--- src/rtl/vfm_pkg.sv ---
package vfm_pkg;

    // Operand classification
    typedef enum logic [1:0] {
        K_ZERO = 2'd0,
        K_NORM = 2'd1,
        K_INF  = 2'd2,
        K_NANV = 2'd3
    } vfm_kind_e;

    // Result selection, in priority order of the lane decision
    typedef enum logic [2:0] {
        SEL_NAN   = 3'd0,
        SEL_ZERO  = 3'd1,
        SEL_INF   = 3'd2,
        SEL_UNDER = 3'd3,
        SEL_OVER  = 3'd4,
        SEL_FIN   = 3'd5
    } vfm_sel_e;

endpackage

--- src/rtl/vfm_classify.sv ---
module vfm_classify
    import vfm_pkg::*;
#(
    parameter int EXP_W = 7,
    parameter int MAN_W = 16
) (
    input  logic [EXP_W-1:0] exp_f,
    input  logic [MAN_W-1:0] man_f,
    output vfm_kind_e        kind
);

    always_comb begin
        unique case ({&exp_f, |exp_f})
            2'b11:   kind = (|man_f) ? K_NANV : K_INF;
            2'b01:   kind = K_NORM;
            2'b00:   kind = K_ZERO;   // denormals flush to zero
            default: kind = K_ZERO;
        endcase
    end

endmodule

--- src/rtl/vfm_lane.sv ---
module vfm_lane
    import vfm_pkg::*;
#(
    parameter int EXP_W = 7,
    parameter int MAN_W = 16,
    localparam int W    = 1 + EXP_W + MAN_W
) (
    input  logic [W-1:0] op_a,
    input  logic [W-1:0] op_b,
    output logic [W-1:0] prod,
    output vfm_kind_e    kind_a,
    output vfm_kind_e    kind_b
);

    localparam int EXP_MAX = (1 << EXP_W) - 1;
    localparam int BIAS    = (1 << (EXP_W - 1)) - 1;
    localparam int SUM_W   = EXP_W + 2;
    localparam int PM_W    = 2 * MAN_W + 2;

    vfm_classify #(.EXP_W(EXP_W), .MAN_W(MAN_W)) u_cls_a (
        .exp_f (op_a[W-2:MAN_W]),
        .man_f (op_a[MAN_W-1:0]),
        .kind  (kind_a)
    );

    vfm_classify #(.EXP_W(EXP_W), .MAN_W(MAN_W)) u_cls_b (
        .exp_f (op_b[W-2:MAN_W]),
        .man_f (op_b[MAN_W-1:0]),
        .kind  (kind_b)
    );

    logic              sgn;
    logic [MAN_W:0]    sig_a;
    logic [MAN_W:0]    sig_b;
    logic [PM_W-1:0]   full;
    logic              norm;
    logic [PM_W-1:0]   full_n;
    logic [MAN_W-1:0]  frac;
    logic [SUM_W-1:0]  exp_sum;
    logic [EXP_W-1:0]  exp_res;
    logic              under;
    logic              over;
    vfm_sel_e          sel;

    assign sgn     = op_a[W-1] ^ op_b[W-1];
    assign sig_a   = {1'b1, op_a[MAN_W-1:0]};
    assign sig_b   = {1'b1, op_b[MAN_W-1:0]};
    assign full    = PM_W'(sig_a) * PM_W'(sig_b);
    assign norm    = full[PM_W-1];
    assign full_n  = norm ? (full >> 1) : full;
    assign frac    = MAN_W'(full_n >> MAN_W);          // truncation
    assign exp_sum = SUM_W'(op_a[W-2:MAN_W]) + SUM_W'(op_b[W-2:MAN_W]) + SUM_W'(norm);
    assign under   = exp_sum <= SUM_W'(BIAS);
    assign over    = exp_sum >= SUM_W'(BIAS + EXP_MAX);
    assign exp_res = EXP_W'(exp_sum - SUM_W'(BIAS));

    // Selector decision: NaN beats zero, zero beats infinity
    always_comb begin
        if (kind_a == K_NANV || kind_b == K_NANV)
            sel = SEL_NAN;
        else if (kind_a == K_ZERO || kind_b == K_ZERO)
            sel = SEL_ZERO;
        else if (kind_a == K_INF || kind_b == K_INF)
            sel = SEL_INF;
        else if (under)
            sel = SEL_UNDER;
        else if (over)
            sel = SEL_OVER;
        else
            sel = SEL_FIN;
    end

    // Result word per selector
    always_comb begin
        unique case (sel)
            SEL_NAN:   prod = {1'b0, {EXP_W{1'b1}}, 1'b1, {(MAN_W-1){1'b0}}};
            SEL_ZERO:  prod = '0;
            SEL_INF:   prod = {sgn, {EXP_W{1'b1}}, {MAN_W{1'b0}}};
            SEL_UNDER: prod = {sgn, {(W-1){1'b0}}};
            SEL_OVER:  prod = {sgn, {EXP_W{1'b1}}, {MAN_W{1'b0}}};
            SEL_FIN:   prod = {sgn, exp_res, frac};
            default:   prod = '0;
        endcase
    end

endmodule

--- src/rtl/vfm_top.sv ---
module vfm_top
    import vfm_pkg::*;
#(
    parameter int EXP_W = 7,
    parameter int MAN_W = 16,
    parameter int LANES = 4,
    localparam int W    = 1 + EXP_W + MAN_W,
    localparam int VW   = LANES * W
) (
    input  logic             clk,
    input  logic             rst_n,
    input  logic             in_valid,
    input  logic [LANES-1:0] in_mask,
    input  logic [VW-1:0]    src_a,
    input  logic [VW-1:0]    src_b,
    input  logic [VW-1:0]    dst_old,
    output logic             out_valid,
    output logic [VW-1:0]    out_prod,
    output logic [VW-1:0]    out_dst
);

    logic [VW-1:0]  prod_c;
    logic [VW-1:0]  merge_c;
    vfm_kind_e      kind_a [LANES];
    vfm_kind_e      kind_b [LANES];

    for (genvar i = 0; i < LANES; i++) begin : g_lane
        vfm_lane #(.EXP_W(EXP_W), .MAN_W(MAN_W)) u_lane (
            .op_a   (src_a[i*W +: W]),
            .op_b   (src_b[i*W +: W]),
            .prod   (prod_c[i*W +: W]),
            .kind_a (kind_a[i]),
            .kind_b (kind_b[i])
        );

        assign merge_c[i*W +: W] = in_mask[i] ? prod_c[i*W +: W] : dst_old[i*W +: W];

        AST_ZERO_WINS: assert property (@(posedge clk) disable iff (!rst_n)
            in_valid && ((kind_a[i] == K_ZERO && kind_b[i] != K_NANV) ||
                         (kind_b[i] == K_ZERO && kind_a[i] != K_NANV))
            |=> out_prod[i*W +: W] == '0);

        AST_NAN_WINS: assert property (@(posedge clk) disable iff (!rst_n)
            in_valid && (kind_a[i] == K_NANV || kind_b[i] == K_NANV)
            |=> (&out_prod[i*W+MAN_W +: EXP_W]) && (|out_prod[i*W +: MAN_W]));

        AST_MASK_KEEP: assert property (@(posedge clk) disable iff (!rst_n)
            in_valid && !in_mask[i]
            |=> out_dst[i*W +: W] == $past(dst_old[i*W +: W]));

        AST_MASK_TAKE: assert property (@(posedge clk) disable iff (!rst_n)
            in_valid && in_mask[i]
            |=> out_dst[i*W +: W] == out_prod[i*W +: W]);
    end

    // Single pipeline register
    always_ff @(posedge clk or negedge rst_n) begin
        if (!rst_n) begin
            out_valid <= 1'b0;
            out_prod  <= '0;
            out_dst   <= '0;
        end else begin
            out_valid <= in_valid;
            if (in_valid) begin
                out_prod <= prod_c;
                out_dst  <= merge_c;
            end
        end
    end

    AST_VALID_RISE: assert property (@(posedge clk) disable iff (!rst_n)
        in_valid |=> out_valid);

    AST_VALID_DROP: assert property (@(posedge clk) disable iff (!rst_n)
        !in_valid |=> !out_valid);

    AST_IDLE_HOLD: assert property (@(posedge clk) disable iff (!rst_n)
        !in_valid |=> $stable(out_prod) && $stable(out_dst));

endmodule

--- config.mk ---
export PLATFORM = sky130hd
export DESIGN_NAME = vfm_top
export DESIGN_NICKNAME = d
export VERILOG_FILES = /design/src/rtl/vfm_pkg.sv /design/src/rtl/vfm_classify.sv /design/src/rtl/vfm_lane.sv /design/src/rtl/vfm_top.sv
export SDC_FILE = /design/constraint.sdc
export NUM_CORES = 2
export LEC_CHECK = 0
export BUFFER_PORTS_ARGS = -buffer_cell sky130_fd_sc_hd__buf_2
export CAP_MARGIN = 30
export CORE_ASPECT_RATIO = 1.5
export CORE_MARGIN = 4
export CORE_UTILIZATION = 40
export CTS_BUF_LIST = sky130_fd_sc_hd__clkbuf_8
export CTS_CLUSTER_SIZE = 14
export DETAILED_ROUTE_END_ITERATION = 10
export HOLD_SLACK_MARGIN = 0.1
export SETUP_SLACK_MARGIN = 0.2
export SYNTH_ARGS = -nofsm -noshare
export SYNTH_HDL_FRONTEND = slang
export SYNTH_SLANG_ARGS = --single-unit
export TNS_END_PERCENT = 50
--- constraint.sdc ---
create_clock -name clk -period 1.31 [get_ports clk]
set_input_delay 0.262 -clock clk [delete_from_list [all_inputs] [get_ports clk]]
set_output_delay 0.262 -clock clk [all_outputs]
set_load 0.005 [all_outputs]
**After elaboration in Yosys (flattened, before gate mapping)**

Index checks and enable logic that the tools add are counted.

- $add $sub $neg: 12
- $mul: 4
- Magnitude comparators: 8
- Eq/ne operators: 48
- Muxes and demuxes: 48
- Bitwise logic cells: 4
- Reductions and logical operators: 52

Operator list:

| operator | count |
|---|---|
| 24-bit case mux with 4 select lines | 4 |
| 17-bit by 17-bit multiplier with 34-bit output | 4 |
| 32-bit two-way mux | 4 |
| 16-bit OR reduction | 8 |
| 24-bit two-way mux | 4 |
| 7-bit AND reduction | 8 |
| 7-bit OR reduction | 8 |
| 2-bit equality test (second input constant) | 24 |
| 3-bit two-way mux | 16 |
| 8-bit by 1-bit adder with 9-bit output | 4 |
| 9-bit by 8-bit >= comparator with 1-bit output (second input constant) | 4 |
| 9-bit by 6-bit less-or-equal comparator with 1-bit output (second input constant) | 4 |
| 7-bit by 7-bit adder with 8-bit output | 4 |
| 2-bit case mux with 2 select lines | 8 |
| 7-bit by 6-bit subtractor with 7-bit output (second input constant) | 4 |
| 3-bit by 2-bit equality test with 1-bit output (second input constant) | 8 |
| 3-bit equality test (second input constant) | 8 |
| 2-bit by 1-bit equality test with 1-bit output (second input constant) | 8 |
| 2-bit logical NOT | 8 |
| 3-bit logical NOT | 4 |
| 1-bit logical OR | 12 |
| 1-bit two-way mux | 12 |
| 2-bit OR reduction | 4 |
| 1-bit XOR | 4 |

- Register bits after elaboration: 193
- Input port bits: 295
- Output and inout bits: 193
- Logic and storage cells: 179

**Longest topological paths before layout**

- Depth in word-level cells: 12
- Gate-level depth with buffers: 40
- Gate-level depth less buffers: 37

**By module**

Synthesis repeated with hierarchy kept, for this count alone.

- Cells, all modules: 5427
- Area, all modules: 48580.3 µm²

Modules (own cells, without submodules):

| module | times used | cells each | area each (µm²) | seq. area each (µm²) |
|---|---|---|---|---|
| vfm_lane (g_lane[3].u_lane) | 1 | 1216 | 10129.7 | 0.0 |
| vfm_lane (g_lane[2].u_lane) | 1 | 1188 | 10017.1 | 0.0 |
| vfm_lane (g_lane[1].u_lane) | 1 | 1179 | 9963.3 | 0.0 |
| vfm_lane (g_lane[0].u_lane) | 1 | 1135 | 9800.6 | 0.0 |
| vfm_top | 1 | 621 | 8079.0 | 4829.6 |
| vfm_classify | 8 | 11 | 73.8 | 0.0 |

**Worst setup path before layout**

Ideal clock, no wire load.

- Path type: input port to flip-flop
- Start point: in src_b[80]
- End point: reg out_dst[72]
- Library setup time: 0.077 ns
- Arrival time: 8.861 ns
- Data required time: 1.233 ns
- Slack: -7.628 ns
- Stages: 37
- Path buffers: 5
- Cells stage by stage: clkbuf_1 clkbuf_1 nand2_1 fa_1 inv_1 fa_1 fa_1 fa_1 fa_1 inv_1 fa_1 inv_1 ha_1 a2111oi_0 o21ai_1 a31o_2 a21oi_1 o21a_1 a21oi_1 nor3b_2 inv_2 buf_2 fa_1 fa_1 nor2b_1 o21ai_0 a21boi_0 nor2_1 and3_1 and3_1 a221o_1 a211o_1 buf_2 buf_2 nor2_1 mux2i_1 a21oi_1

- Longest elaborated chain between the ends: 12
- Elaborated cells on any way between the ends: 27
- Those cells by class: add/sub (1); mul (1); order compare (2); eq/ne (6); mux (10); reduce/logical (7)

Ends and longest elaborated chain:

| what | RTL line | text |
|---|---|---|
| start: declaration | vfm_top.sv:15 | `input logic [VW-1:0] src_b,` |
| 17-bit by 17-bit multiplier with 34-bit output / 16-bit OR reduction (equally long branches) | vfm_lane.sv:48, vfm_classify.sv:14 |  |
| 8-bit by 1-bit adder with 9-bit output / 1-bit two-way mux (equally long branches) | vfm_lane.sv:52, vfm_classify.sv:14 |  |
| 9-bit by 8-bit >= comparator with 1-bit output / 2-bit case mux with 2 select lines (equally long branches) | vfm_lane.sv:54, vfm_classify.sv:13 |  |
| 1-bit two-way mux / 2-bit equality test (equally long branches) | vfm_lane.sv:67, vfm_lane.sv:63 |  |
| 3-bit two-way mux / 1-bit logical OR (equally long branches) | vfm_lane.sv:65, vfm_lane.sv:63 |  |
| 3-bit two-way mux | vfm_lane.sv:63 | `else if (kind_a == K_INF \|\| kind_b == K_INF)` |
| 3-bit two-way mux | vfm_lane.sv:61 | `else if (kind_a == K_ZERO \|\| kind_b == K_ZERO)` |
| 3-bit two-way mux | vfm_lane.sv:59 | `if (kind_a == K_NANV \|\| kind_b == K_NANV)` |
| 3-bit by 2-bit equality test with 1-bit output / 3-bit equality test (equally long branches) | vfm_lane.sv:75 | `unique case (sel)` |
| 2-bit OR reduction (no source line) | n/a |  |
| 24-bit case mux with 4 select lines (*) | vfm_lane.sv:75 |  |
| 24-bit two-way mux (*) | vfm_top.sv:36 | `assign merge_c[i*W +: W] = in_mask[i] ? prod_c[i*W +: W] : dst_old[i*W +: W];` |
| end signal: assignment | vfm_top.sv:66 | `out_dst <= merge_c;` |
| end: declaration | vfm_top.sv:19 | `output logic [VW-1:0] out_dst` |

Mark *: on every way between the ends. The rest lies on a longest branch, timed or not.
A chain may end at the register's enable or synchronous reset.

**Final worst setup path**

- Start point: in src_a[8]
- End point: reg out_dst[7]

- Longest elaborated chain between the ends: 12
- Elaborated cells on any way between the ends: 27
- Those cells by class: add/sub (1); mul (1); order compare (2); eq/ne (6); mux (10); reduce/logical (7)

Ends and longest elaborated chain:

| what | RTL line | text |
|---|---|---|
| start: declaration | vfm_top.sv:14 | `input logic [VW-1:0] src_a,` |
| 17-bit by 17-bit multiplier with 34-bit output / 16-bit OR reduction (equally long branches) | vfm_lane.sv:48, vfm_classify.sv:14 |  |
| 8-bit by 1-bit adder with 9-bit output / 1-bit two-way mux (equally long branches) | vfm_lane.sv:52, vfm_classify.sv:14 |  |
| 9-bit by 8-bit >= comparator with 1-bit output / 2-bit case mux with 2 select lines (equally long branches) | vfm_lane.sv:54, vfm_classify.sv:13 |  |
| 1-bit two-way mux / 2-bit equality test (equally long branches) | vfm_lane.sv:67, vfm_lane.sv:63 |  |
| 3-bit two-way mux / 1-bit logical OR (equally long branches) | vfm_lane.sv:65, vfm_lane.sv:63 |  |
| 3-bit two-way mux | vfm_lane.sv:63 |  |
| 3-bit two-way mux | vfm_lane.sv:61 |  |
| 3-bit two-way mux | vfm_lane.sv:59 |  |
| 3-bit by 2-bit equality test with 1-bit output / 3-bit equality test (equally long branches) | vfm_lane.sv:75 |  |
| 2-bit OR reduction (no source line) | n/a |  |
| 24-bit case mux with 4 select lines (*) | vfm_lane.sv:75 |  |
| 24-bit two-way mux (*) | vfm_top.sv:36 |  |

Marks and branches as above.

==> impl_metrics.toml <==
[clock_tree]
path_clk_slew_ns = 0.13
cts_tree = "built"
cts_max_level = 4
cts_root_buffer = "clkbuf_8"
numCtsBuffers = 17
cts_buffer_depth = 2
insertion_delay_ns = 0.58
clock_sinks = 193

[synth]
postSynthAreaPerCell_um2 = 8.74
synth_area_um2 = 47600
synth-edff-count = 0
synth-seq-area-share_pct = 10.1
async_reset_ff_share_pct = 100
synth-seq-cells = 193
syn-num-nets = 7091
yosysWarningCount = 0
synthCells = 5448
synth.distinct_cells = 86
ys.flop_type = "dfrtp_1"

[final_layout]
layout-drive-gt1-share_pct = 31.2
syn_to_final_growth_pct = 38.8
final_nets = 8528
utilization_pct = 56.1
num-fill-cells = 10500
fin_cells = 8470

[grt]
met1_usage_pct = 29.4
grt_use_met3_pct = 4.53
antenna_found_initial = 13
grt_overflow_total = 0
grt_pass1_wl_um = 255000
track_usage_pct = 26.3
use_met2_pct = 48.5
busiest_layer = "met2"
grt_max_degree = 47
grt_pass1_vias = 47100

[sta]
post-route-min-period_ns = 8.01
hold_viol_final = 0
drv_slew = 0
worst_pin_slew_ns = 0.732
rsz0062_at_grt = "yes"
max_freq_mhz = 125
setup-tns-final_ns = -1193.30
slew_headroom_pct = 50.7
period_share_pct = 612
setup_viol = 386
layout_setup_ws_ns = -6.70
skew_ns = 0

[status]
outcome = "finished with violations"
violations = "negative setup slack"

[critical_path]
crit_path_start_kind = "input port"
rr_endpoint = "out_dst[38]"
crit_required_ns = 1.83
crit_fanout = 7
crit_type = "in2reg"
ff2ff_path_depth = 3
crit_path_max_incr_delay_ns = 0.53
critPathMostFrequentCell = "fa_1"
reg2reg_slack_ns = 0.26
r2r-start = "out_dst[38]"
end_kind = "flop"
crit_arrival_ns = 8.53
crit_path_top_delay_cell = "fa_1"

[place]
hpwl_um = 136000
pre_cts_slack_ns = -7.55
routabilityCongestion = 0.912
dp_cells = 8179
io_buffers = 487

[floorplan]
rows = 154
start_util_pct = 40.4
die_h_um = 431
core_um2 = 118000
dieArea_um2 = 125000
die_w_um = 290
io_pins = 488

[route]
vias_per_cell = 5.07
ant_nets = 0
wl_per_cell_um = 19.4
drt-initial-drc-count = 1779
wl_um = 164000
drc = 0
vias = 42900
first_pass_iters = 5

[hold_path]
hp-class = "in2async"

[flow_run]
drv_cap = 0
## flip-flops by register name, indices dropped and copies added, names as in the netlist
signal / flops
out_prod: 96
out_valid: 1
out_dst: 96
## metrics by stage
step | cell area, µm² | hold WS (ns)
after floorplan | 48900 | -0.0336
final | 66100 | 0.151
after detailed placement | 59000 | 0.170
after global placement | 59000 | 0.166
after CTS | 64700 | 0.0555
after global routing | 66100 | 0.100
## worst max path at each step
stage / endpoint / slack, ns / startpoint
floorplan: out_dst[55] / -6.92 / src_a[55]
global placement: out_dst[60] / -7.52 / src_a[55]
detailed placement: out_dst[67] / -7.55 / src_a[56]
CTS: out_dst[2] / -6.50 / src_b[5]
global route: out_dst[2] / -6.92 / src_a[8]
finish: out_dst[7] / -6.70 / src_a[8]
## synth_stat cells (12+ instances only)
cell	instances	share of area, %
inv_1	1277	10
fa_1	896	38
nand2_1	720	5.7
ha_1	452	12
and2_1	371	4.9
nor2_1	216	1.7
clkbuf_1	205	1.6
dfrtp_1	193	10
a21oi_1	183	1.9
o21ai_0	79	0.83
a21o_1	72	1.1
nor3_1	63	0.66
mux2i_1	56	1.2
xnor2_1	54	0.99
nand3_1	47	0.49
nor4_1	41	0.54
and3_1	36	0.47
xor2_1	36	0.66
a211oi_1	34	0.54
nor2b_1	32	0.42
mux2_2	27	0.64
nand4_1	26	0.34
a211o_1	24	0.44
a31oi_1	24	0.32
o21a_1	24	0.38
nor3b_1	17	0.27
o31ai_1	16	0.25
buf_2	15	0.16
o211ai_1	14	0.22
or3_1	12	0.16
## critical path, delay by kind of cell
kind	cells	cell delay [ns]
buffers and inverters	9	0.76
XOR/XNOR	1	0.17
AND/OR/NAND/NOR	6	1.27
adder cells (fa/ha/maj)	9	3.95
AO/OA/AOI/OAI	11	2.02
multiplexers	1	0.07
## layout by cell type (no fill, tap or decap), drive strengths merged, types with 11 or more instances in the layout
master,count
buf,1537
inv,1285
fa,896
nand2,720
ha,452
and2,374
nor2,216
dfrtp,193
a21oi,184
dlygate4sd3,101
o21ai,90
a21o,72
nor3,63
mux2i,56
xnor2,55
nand3,48
nor4,42
a211oi,37
xor2,36
and3,36
nor2b,32
mux2,27
nand4,26
o21a,24
a211o,24
a31oi,24
clkbuf,21
nor3b,19
o31ai,17
o211ai,15
diode,12
or3,12
and4,11
## cells by family (layout without fill, tap and decap cells)
| kind of cell | after synthesis | after routing | share of synthesized area (%) |
|---|---|---|---|
| AND/OR/NAND/NOR | 1628 | 1629 | 16.4 |
| buffers and inverters | 1507 | 2956 | 12.0 |
| adder cells (fa/ha/maj) | 1348 | 1348 | 49.6 |
| AO/OA/AOI/OAI | 598 | 598 | 8.40 |
| flip-flops | 193 | 193 | 10.1 |
| XOR/XNOR | 91 | 91 | 1.69 |
| multiplexers | 83 | 83 | 1.82 |
| other | 0 | 12 | 0 |
## layer usage
metal	up-vias	part of all wire, %
met5	-	0.023
met4	6	4.9
met3	402	5.9
met2	1367	52
met1	21500	37
li1	19600	-
## cell type report
type / count / area [µm²] / area share, %
multi-input cells: 3749 / 40300 / 61.0
repair buffers: 1644 / 13700 / 20.7
clock inverters: 15 / 189 / 0.286
diodes: 12 / 30.0 / 0.0454
well taps: 1560 / 1950 / 2.95
clock buffers: 17 / 234 / 0.354
inverters: 1280 / 4830 / 7.31
flip-flops and latches: 193 / 4830 / 7.31
## what timing repair did
item | 4_1_cts | 5_1_grt
setup endpoints to repair | 385 | 386
buffers inserted | 85 | 48
endpoints found under the hold margin | 293 | 0
resized for setup | 791 | 226
hold buffers | 101 | 0
pin swaps | 251 | 164
cloned | 12 | 1
Power is not shown: default switching activity piles up to over one toggle a cycle in this logic, so the estimate is an artifact.
